==> config.mk <==
export PLATFORM = sky130hd
export DESIGN_NAME = ps_isine_pwm
export DESIGN_NICKNAME = d
export VERILOG_FILES = /design/src/rtl/ps_pwm_pkg.sv /design/src/rtl/ps_phase_acc.sv /design/src/rtl/ps_isine_carrier.sv /design/src/rtl/ps_level_enc.sv /design/src/rtl/ps_isine_pwm.sv
export SDC_FILE = /design/constraint.sdc
export NUM_CORES = 2
export LEC_CHECK = 0
export ABC_AREA = 1
export BUFFER_PORTS_ARGS = -buffer_cell sky130_fd_sc_hd__buf_2
export CAP_MARGIN = 0
export CORE_ASPECT_RATIO = 1.5
export CORE_MARGIN = 4
export CORE_UTILIZATION = 60
export CTS_CLUSTER_DIAMETER = 120
export DETAILED_ROUTE_END_ITERATION = 16
export GPL_TIMING_DRIVEN = 0
export PLACE_DENSITY = 0.77
export REMOVE_ABC_BUFFERS = 1
export SLEW_MARGIN = 20
export SYNTH_ARGS = -nofsm -noshare
export SYNTH_HDL_FRONTEND = slang
export SYNTH_SLANG_ARGS = --single-unit
export TNS_END_PERCENT = 1
==> constraint.sdc <==
create_clock -name clk -period 12 [get_ports clk]
set_input_delay 2.4 -clock clk [delete_from_list [all_inputs] [get_ports clk]]
set_output_delay 2.4 -clock clk [all_outputs]
set_load 0.005 [all_outputs]
==> src/rtl/ps_pwm_pkg.sv <==
package ps_pwm_pkg;
  localparam int unsigned CARRIERS_DEF = 8;
  localparam int unsigned PHASE_W_DEF  = 16;
  localparam int unsigned REF_W_DEF    = 16;

  // phase spacing between successive carriers: half a turn split evenly
  function automatic int unsigned carrier_spacing(input int unsigned phase_w,
                                                  input int unsigned n);
    return (2 ** phase_w) / (2 * n);
  endfunction
endpackage

==> src/rtl/ps_phase_acc.sv <==
module ps_phase_acc #(
  parameter int unsigned PHASE_W = 16
) (
  input  logic               clk,
  input  logic               rst,
  input  logic               en,
  input  logic [PHASE_W-1:0] step,
  output logic [PHASE_W-1:0] phase
);
  logic [PHASE_W-1:0] acc_q;

  always_ff @(posedge clk) begin
    if (rst) begin
      acc_q <= '0;
    end else if (en) begin
      acc_q <= acc_q + step;
    end
  end

  assign phase = acc_q;
endmodule

==> src/rtl/ps_isine_carrier.sv <==
module ps_isine_carrier #(
  parameter int unsigned PHASE_W = 16,
  parameter int unsigned REF_W   = 16,
  parameter int unsigned OFFSET  = 0
) (
  input  logic [PHASE_W-1:0]    phase,
  output logic signed [REF_W:0] carrier
);
  localparam int unsigned SH = PHASE_W - REF_W;
  localparam logic [PHASE_W-1:0] OFF = PHASE_W'(OFFSET);
  localparam logic [REF_W:0] HALF = (REF_W+1)'(2 ** (REF_W - 1));

  logic [PHASE_W-1:0]   x;
  logic [PHASE_W:0]     xw;
  logic [PHASE_W:0]     inv;
  logic [2*PHASE_W:0]   prod;
  logic [PHASE_W:0]     s;
  logic [REF_W:0]       scaled;

  always_comb begin
    x      = phase + OFF;
    xw     = {1'b0, x};
    inv    = (PHASE_W+1)'(2 ** PHASE_W) - xw;
    // parabolic half-sine: peaks at a quarter of full scale mid-turn
    prod   = {{PHASE_W{1'b0}}, xw} * {{PHASE_W{1'b0}}, inv};
    s      = (PHASE_W+1)'(prod >> PHASE_W);
    scaled = (REF_W+1)'((s >> SH) << 2);
    carrier = $signed(HALF - scaled);
  end
endmodule

==> src/rtl/ps_level_enc.sv <==
module ps_level_enc #(
  parameter int unsigned NCAR  = 8,
  parameter int unsigned LVL_W = 4
) (
  input  logic [NCAR-1:0]  bits,
  output logic [LVL_W-1:0] level,
  output logic [NCAR-1:0]  gates
);
  always_comb begin
    level = '0;
    for (int i = 0; i < NCAR; i++) begin
      level = level + LVL_W'(bits[i]);
    end
  end

  for (genvar g = 0; g < NCAR; g++) begin : g_thermo
    assign gates[g] = (level >= LVL_W'(g + 1));
  end
endmodule

==> src/rtl/ps_isine_pwm.sv <==
module ps_isine_pwm
  import ps_pwm_pkg::*;
#(
  parameter int unsigned NCAR    = CARRIERS_DEF,
  parameter int unsigned PHASE_W = PHASE_W_DEF,
  parameter int unsigned REF_W   = REF_W_DEF,
  localparam int unsigned LVL_W  = $clog2(NCAR + 1)
) (
  input  logic               clk,
  input  logic               rst,
  input  logic               en,
  input  logic [REF_W-1:0]   ref_in,
  input  logic [PHASE_W-1:0] step_in,
  output logic [NCAR-1:0]    cmp_o,
  output logic [LVL_W-1:0]   level_o,
  output logic [NCAR-1:0]    gate_hi_o,
  output logic [NCAR-1:0]    gate_lo_o
);
  localparam int unsigned SPACING = carrier_spacing(PHASE_W, NCAR);

  logic [PHASE_W-1:0]    phase;
  logic signed [REF_W:0] ref_x;
  logic [NCAR-1:0]       cmp_d;
  logic [LVL_W-1:0]      level_d;
  logic [NCAR-1:0]       gates_d;

  ps_phase_acc #(.PHASE_W(PHASE_W)) u_acc (
    .clk   (clk),
    .rst   (rst),
    .en    (en),
    .step  (step_in),
    .phase (phase)
  );

  assign ref_x = $signed({ref_in[REF_W-1], ref_in});

  for (genvar k = 0; k < NCAR; k++) begin : g_car
    logic signed [REF_W:0] car;
    ps_isine_carrier #(
      .PHASE_W (PHASE_W),
      .REF_W   (REF_W),
      .OFFSET  (k * SPACING)
    ) u_car (
      .phase   (phase),
      .carrier (car)
    );
    assign cmp_d[k] = (ref_x > car);
  end

  ps_level_enc #(.NCAR(NCAR), .LVL_W(LVL_W)) u_enc (
    .bits  (cmp_d),
    .level (level_d),
    .gates (gates_d)
  );

  always_ff @(posedge clk) begin
    if (rst) begin
      cmp_o     <= '0;
      level_o   <= '0;
      gate_hi_o <= '0;
      gate_lo_o <= '1;
    end else if (en) begin
      cmp_o     <= cmp_d;
      level_o   <= level_d;
      gate_hi_o <= gates_d;
      gate_lo_o <= ~gates_d;
    end
  end
endmodule

# After elaboration in Yosys (flattened, before gate mapping)
# Index checks and enable logic that the tools add are counted.
# word_totals
out_inout_bits,28
word_cells,61
n_memories,0
latch_bits,0
reg_bits,44
ram_bits,0
mem_bits_ro,0
input_bits,35
# classes
shift,0
div,0
muxes,0
addsub,31
bitwise,1
mul,8
reduce_logical,0
eq_ne,0
n_lt_le_gt_ge,16
# ops
op,n
$mul A16 B17 Y31,8
$gt A16 B17 Y1,8
$sub A16 B17 Y17 const A,8
$sub A17 B16 Y17 const A,8
$add A16 B15 Y16 const B,4
$add A16 B14 Y16 const B,2
$add A4 B1 Y4,6
$add A16 B13 Y16 const B,1
$add A16 B16 Y16,1
$ge A4 B3 Y1 const B,4
$ge A4 B2 Y1 const B,2
$not A8 Y8,1
$ge A4 B1 Y1 const B,1
$ge A4 B4 Y1 const B,1
$add A1 B1 Y2,1

# Depth between registers and ports, before layout
# depth
word_depth,14
depth_mapped,67
mapped_depth_nobuf,64

# By module
# A second synthesis with hierarchy kept.
# unflattened
cells_unflattened,11591
hier_area_um2,84168.2
# modules_own_cells
mod,instances,area_each_um2,seq_area_each_um2,cells_each
ps_isine_carrier at g_car[4].u_car,1,9859.5,0.0,1349
ps_isine_carrier at g_car[3].u_car,1,9774.4,0.0,1310
ps_isine_carrier at g_car[5].u_car,1,9733.1,0.0,1314
ps_isine_carrier at g_car[0].u_car,1,9668.0,0.0,1316
ps_isine_carrier at g_car[7].u_car,1,9618.0,0.0,1305
ps_isine_carrier at g_car[6].u_car,1,9599.2,0.0,1304
ps_isine_carrier at g_car[1].u_car,1,9598.0,0.0,1304
ps_isine_carrier at g_car[2].u_car,1,9581.7,0.0,1299
ps_isine_pwm,1,4928.5,560.5,785
ps_phase_acc,1,1556.5,320.3,268
ps_level_enc,1,251.5,0.0,37

# Worst setup path after synthesis
# No wires, ideal clock.
# synth_path
kind,reg-to-reg
from,reg u_acc.acc_q[12] (netlist: u_acc.phase[12])
to,reg gate_hi_o[4]
arrival_time_ns,11.250
setup_ns,0.108
path_stages_with_launch,57
required_time_ns,11.892
n_path_buf,5
slack_ns,0.642
path_cell_list,dfxtp_1 > inv_1 > buf_1 > clkbuf_1 > ha_1 > clkbuf_1 > inv_1 > clkbuf_1 > nand2_1 > nor2_1 > ha_1 > clkbuf_1 > inv_1 > nand2_1 > fa_1 > fa_1 > inv_1 > fa_1 > [21 not listed] > o21ai_0 > a21oi_1 > nand2_1 > xnor2_1 > nand2_1 > inv_1 > ha_1 > inv_1 > fa_1 > fa_1 > fa_1 > inv_1 > fa_1 > nor2_1 > o21ai_0 > a21oi_1 > or2_2 > inv_1
# synth_via
elab_chain_len,13
# synth_lines
item,line,source
"start, declared",ps_phase_acc.sv:10,logic [PHASE_W-1:0] acc_q;
"start signal, assigned",ps_phase_acc.sv:16,acc_q <= acc_q + step;
$add A16 B13 Y16 (*),ps_isine_carrier.sv:21,x = phase + OFF;
$sub A17 B16 Y17,ps_isine_carrier.sv:23,inv = (PHASE_W+1)'(2 ** PHASE_W) - xw;
$mul A16 B17 Y31 (*),ps_isine_carrier.sv:25,"prod = {{PHASE_W{1'b0}}, xw} * {{PHASE_W{1'b0}}, inv};"
$sub A16 B17 Y17 (*),ps_isine_carrier.sv:28,carrier = $signed(HALF - scaled);
$gt A16 B17 Y1 (*),ps_isine_pwm.sv:47,assign cmp_d[k] = (ref_x > car);
net cmp_d[1],ps_isine_pwm.sv:23,logic [NCAR-1:0] cmp_d;
$add A1 B1 Y2 (*),ps_level_enc.sv:12,level = level + LVL_W'(bits[i]);
$add A4 B1 Y4 (*) (6 in series),ps_level_enc.sv:12,
net level_d[1],ps_isine_pwm.sv:24,logic [LVL_W-1:0] level_d;
$ge A4 B3 Y1 (*),ps_level_enc.sv:17,assign gates[g] = (level >= LVL_W'(g + 1));
"end signal, assigned",ps_isine_pwm.sv:65,gate_hi_o <= gates_d;
"end, declared",ps_isine_pwm.sv:16,"output logic [NCAR-1:0] gate_hi_o,"
# The timed path passes the listed nets; every way through them passes the cells marked *.
# A chain may end at the register's enable or synchronous reset.

# Worst setup path in the final report
# layout_path
from,reg u_acc.acc_q[6] (netlist: u_acc.phase[6])
to,reg gate_hi_o[4]
# layout_via
elab_chain_len,13
# layout_lines
item,line
$add A16 B13 Y16,ps_isine_carrier.sv:21
$sub A17 B16 Y17,ps_isine_carrier.sv:23
$mul A16 B17 Y31,ps_isine_carrier.sv:25
$sub A16 B17 Y17,ps_isine_carrier.sv:28
$gt A16 B17 Y1,ps_isine_pwm.sv:47
$add A1 B1 Y2,ps_level_enc.sv:12
$add A4 B1 Y4 (5 in series),ps_level_enc.sv:12
$add A4 B1 Y4 (*),ps_level_enc.sv:12
$ge A4 B3 Y1 (*),ps_level_enc.sv:17
# Every way passes the cells marked *; elsewhere a longest branch is shown, timed or not.

==> results.sh <==
export IMPL_cts_hold_buffers=0
export IMPL_setup_tns_ns=0
export IMPL_cp_max_fo=17
export IMPL_period_share_pct=99.5
export IMPL_clock_latency_ns=0.31
export IMPL_gp_congestion=1.08
export IMPL_layoutNonFillerInstCount=8354
export IMPL_crit_path_end_kind="register"
export IMPL_nFillCells=7648
export IMPL_yosys_top_cells_area="fa_1 (39%), ha_1 (15%), inv_1 (13%)"
export IMPL_synth_fa_ha_area_share_pct=54.4
export IMPL_synth_top_cell_by_area="fa_1"
export IMPL_cts_max_level=2
export IMPL_num_rows=132
export IMPL_synth_flop_cell="dfxtp_1"
export IMPL_required_ns=12.25
export IMPL_cts_tree="built"
export IMPL_rsz0062_at_grt="true"
export IMPL_drive_gt1_share_pct=8.54
export IMPL_drt_pre_antenna_iters=8
export IMPL_cts_path_max_buffers=2
export IMPL_numCtsBuffers=5
export IMPL_avgViaCountPerCell=5.76
export IMPL_core_area_um2=86500
export IMPL_avgSynthCellArea_um2=7.42
export IMPL_netlist_instances=7055
export IMPL_synth_top_area_share_pct=39.3
export IMPL_die_area_um2=92200
export IMPL_numPortBuffers=62
export IMPL_ys_top_cells_by_count="inv_1 (1,767), nand2_1 (1,597), fa_1 (1,027)"
export IMPL_via_count=48100
export IMPL_critPathKind="register to register"
export IMPL_grt_pass1_wl_um=292000
export IMPL_yosys_area_share_xor_xnor_pct=2.64
export IMPL_synthArstFlopShare_pct=0
export IMPL_drt_iter0_markers=4284
export IMPL_root_buffer="clkbuf_16"
export IMPL_yosysMostFrequentCell="inv_1"
export IMPL_ys_ff_latch=44
export IMPL_synth_cell_types=60
export IMPL_first_global_vias=49000
export IMPL_fin_skew_ns=0.0138
export IMPL_setup_viol=0
export IMPL_start_util_pct=60.5
export IMPL_ant_nets=0
export IMPL_synth_simple_gate_area_share_pct=22.4
export IMPL_yosysSeqAreaShare_pct=1.68
export IMPL_grt_max_degree=42
export IMPL_die_h_um=370
export IMPL_cp_common_cell="fa_1"
export IMPL_fp_dieW_um=249
export IMPL_synth_compound_area_share_pct=4.91
export IMPL_wl_per_cell_um=24.0
export IMPL_synth_mux_area_share_pct=0
export IMPL_synth_edf_count=0
export IMPL_status="finished clean"
export IMPL_route_detailed_drc=0
export IMPL_maxSlewViolCount=0
export IMPL_hpwlAfterDp_um=162000
export IMPL_antenna_found_initial=8
export IMPL_routed_wirelength_um=200000
export IMPL_placedCellCount=8195
export IMPL_critPathMaxStageDelay_ns=1.04
export IMPL_fmax_mhz=83.7
export IMPL_worst_slew_pin_slew_ns=1.17
export IMPL_cts_sinks=44
export IMPL_nNetsFinal=8907
export IMPL_syn2layout_area_growth_pct=8.76
export IMPL_cap_violations=0
export IMPL_utilization_pct=65.8
export IMPL_boundaryPins=63
export IMPL_relSlewSlack_pct=21.7
export IMPL_clk_pin_slew_ns=0.06
export IMPL_yosysWarnings=0
export IMPL_start_kind="register"
export IMPL_crit_slowest_cell="clkinv_1"
export IMPL_track_usage_pct=42.5
export IMPL_worst_hold_slack_ns=0.449
export IMPL_layout_min_cycle_time_ns=11.94
export IMPL_hold_path_class="register to register"
export IMPL_hold_viol=0
export IMPL_grt_ovfl_total=0
export IMPL_arrival_ns=12.19
export IMPL_synth_top_family_by_area="adder cells"
export IMPL_syn_cell_area_um2=52400
-- cell families (layout without fill, tap and decap cells) --
| family | after synthesis | after routing |
|---|---|---|
| simple gates | 2786 | 2786 |
| xor+xnor | 152 | 152 |
| compound gates | 468 | 468 |
| flops | 44 | 44 |
| buf+inv | 1943 | 2022 |
| fa+ha+maj | 1660 | 1660 |
| other cells | 2 | 83 |
-- cell usage in the layout (no fill, tap or decap), types with 20 or more instances in the layout --
master / instances
inv_1: 1722
nand2_1: 1558
fa_1: 1019
nor2_1: 596
ha_1: 563
nand3_1: 248
a21oi_1: 245
buf_4: 124
o21ai_0: 120
nand4_1: 93
conb_1: 80
xnor2_1: 70
xor2_1: 69
buf_2: 62
nor3_1: 56
nand2_2: 48
nor2_2: 47
ha_4: 39
o21bai_1: 34
ha_2: 31
clkinvlp_4: 28
dfxtp_1: 28
nand3b_1: 22
inv_2: 21
nor2_4: 20
-- what timing repair did --
action / in CTS / in global routing
pin swaps: 23 / 54
endpoints found under the setup margin: 27 / 20
gates cloned: 5 / 4
resized for setup: 198 / 171
buffers inserted: 69 / 71
-- state kept, by name (all words and copies together) (netlist names) --
name	cells
u_acc.phase	16
cmp_o	8
gate_hi_o	8
gate_lo_o	8
level_o	4
-- metal layers --
| metal | up-vias | global-route usage, % | routed length [um] |
|---|---|---|---|
| li1 | 21300 | - | - |
| met4 | 8 | 27.8 | 18500 |
| met2 | 2679 | 68.3 | 88900 |
| met3 | 934 | 12.3 | 23800 |
| met5 | - | 0 | 51 |
| met1 | 23200 | 49.9 | 69000 |
-- critical path: cells and delay by family, from the launching register on --
| kind | cells | cell delay [ns] |
|---|---|---|
| adder cells (fa/ha/maj) | 12 | 5.49 |
| XOR/XNOR | 3 | 0.43 |
| buffers and inverters | 9 | 1.77 |
| flip-flops | 1 | 0.62 |
| AO/OA/AOI/OAI | 5 | 0.64 |
| AND/OR/NAND/NOR | 15 | 2.89 |
-- through the flow --
stage	setup slack, ns	instance area (um^2)
after floorplan	-0.149	52100
after global placement	-6.40	53800
after detailed placement	-2.79	54100
after CTS	0.0000782	55600
after global routing	-0.367	57000
final	0.0566	57000
-- path summary, 6_finish.rpt --
check | from | end | slack [ns] | cells after the start
worst min-delay path | gate_hi_o[6] | gate_hi_o[6] | 0.45 | 1
worst max register to register | u_acc.phase[6] | gate_hi_o[4] | 0.06 | 44
worst max-delay path | u_acc.phase[6] | gate_hi_o[4] | 0.06 | 44
worst min register to register | gate_hi_o[6] | gate_hi_o[6] | 0.45 | 1
-- cell type report --
| cell class | count | area (um^2) | area share (%) |
|---|---|---|---|
| clock inverter | 2 | 12.5 | 0.0220 |
| clock buffer | 5 | 125 | 0.220 |
| timing repair buffer | 216 | 1840 | 3.23 |
| tap | 1139 | 1430 | 2.50 |
| sequential | 44 | 921 | 1.62 |
| inverter | 1792 | 6970 | 12.2 |
| timing repair inverter | 7 | 48.8 | 0.0857 |
| antenna | 3 | 7.51 | 0.0132 |
| multi-input combinational | 5146 | 45600 | 80.1 |
Power is left out: the tool's default activity adds up to more than one toggle a clock period on the data nets, which glitch-free logic cannot reach.
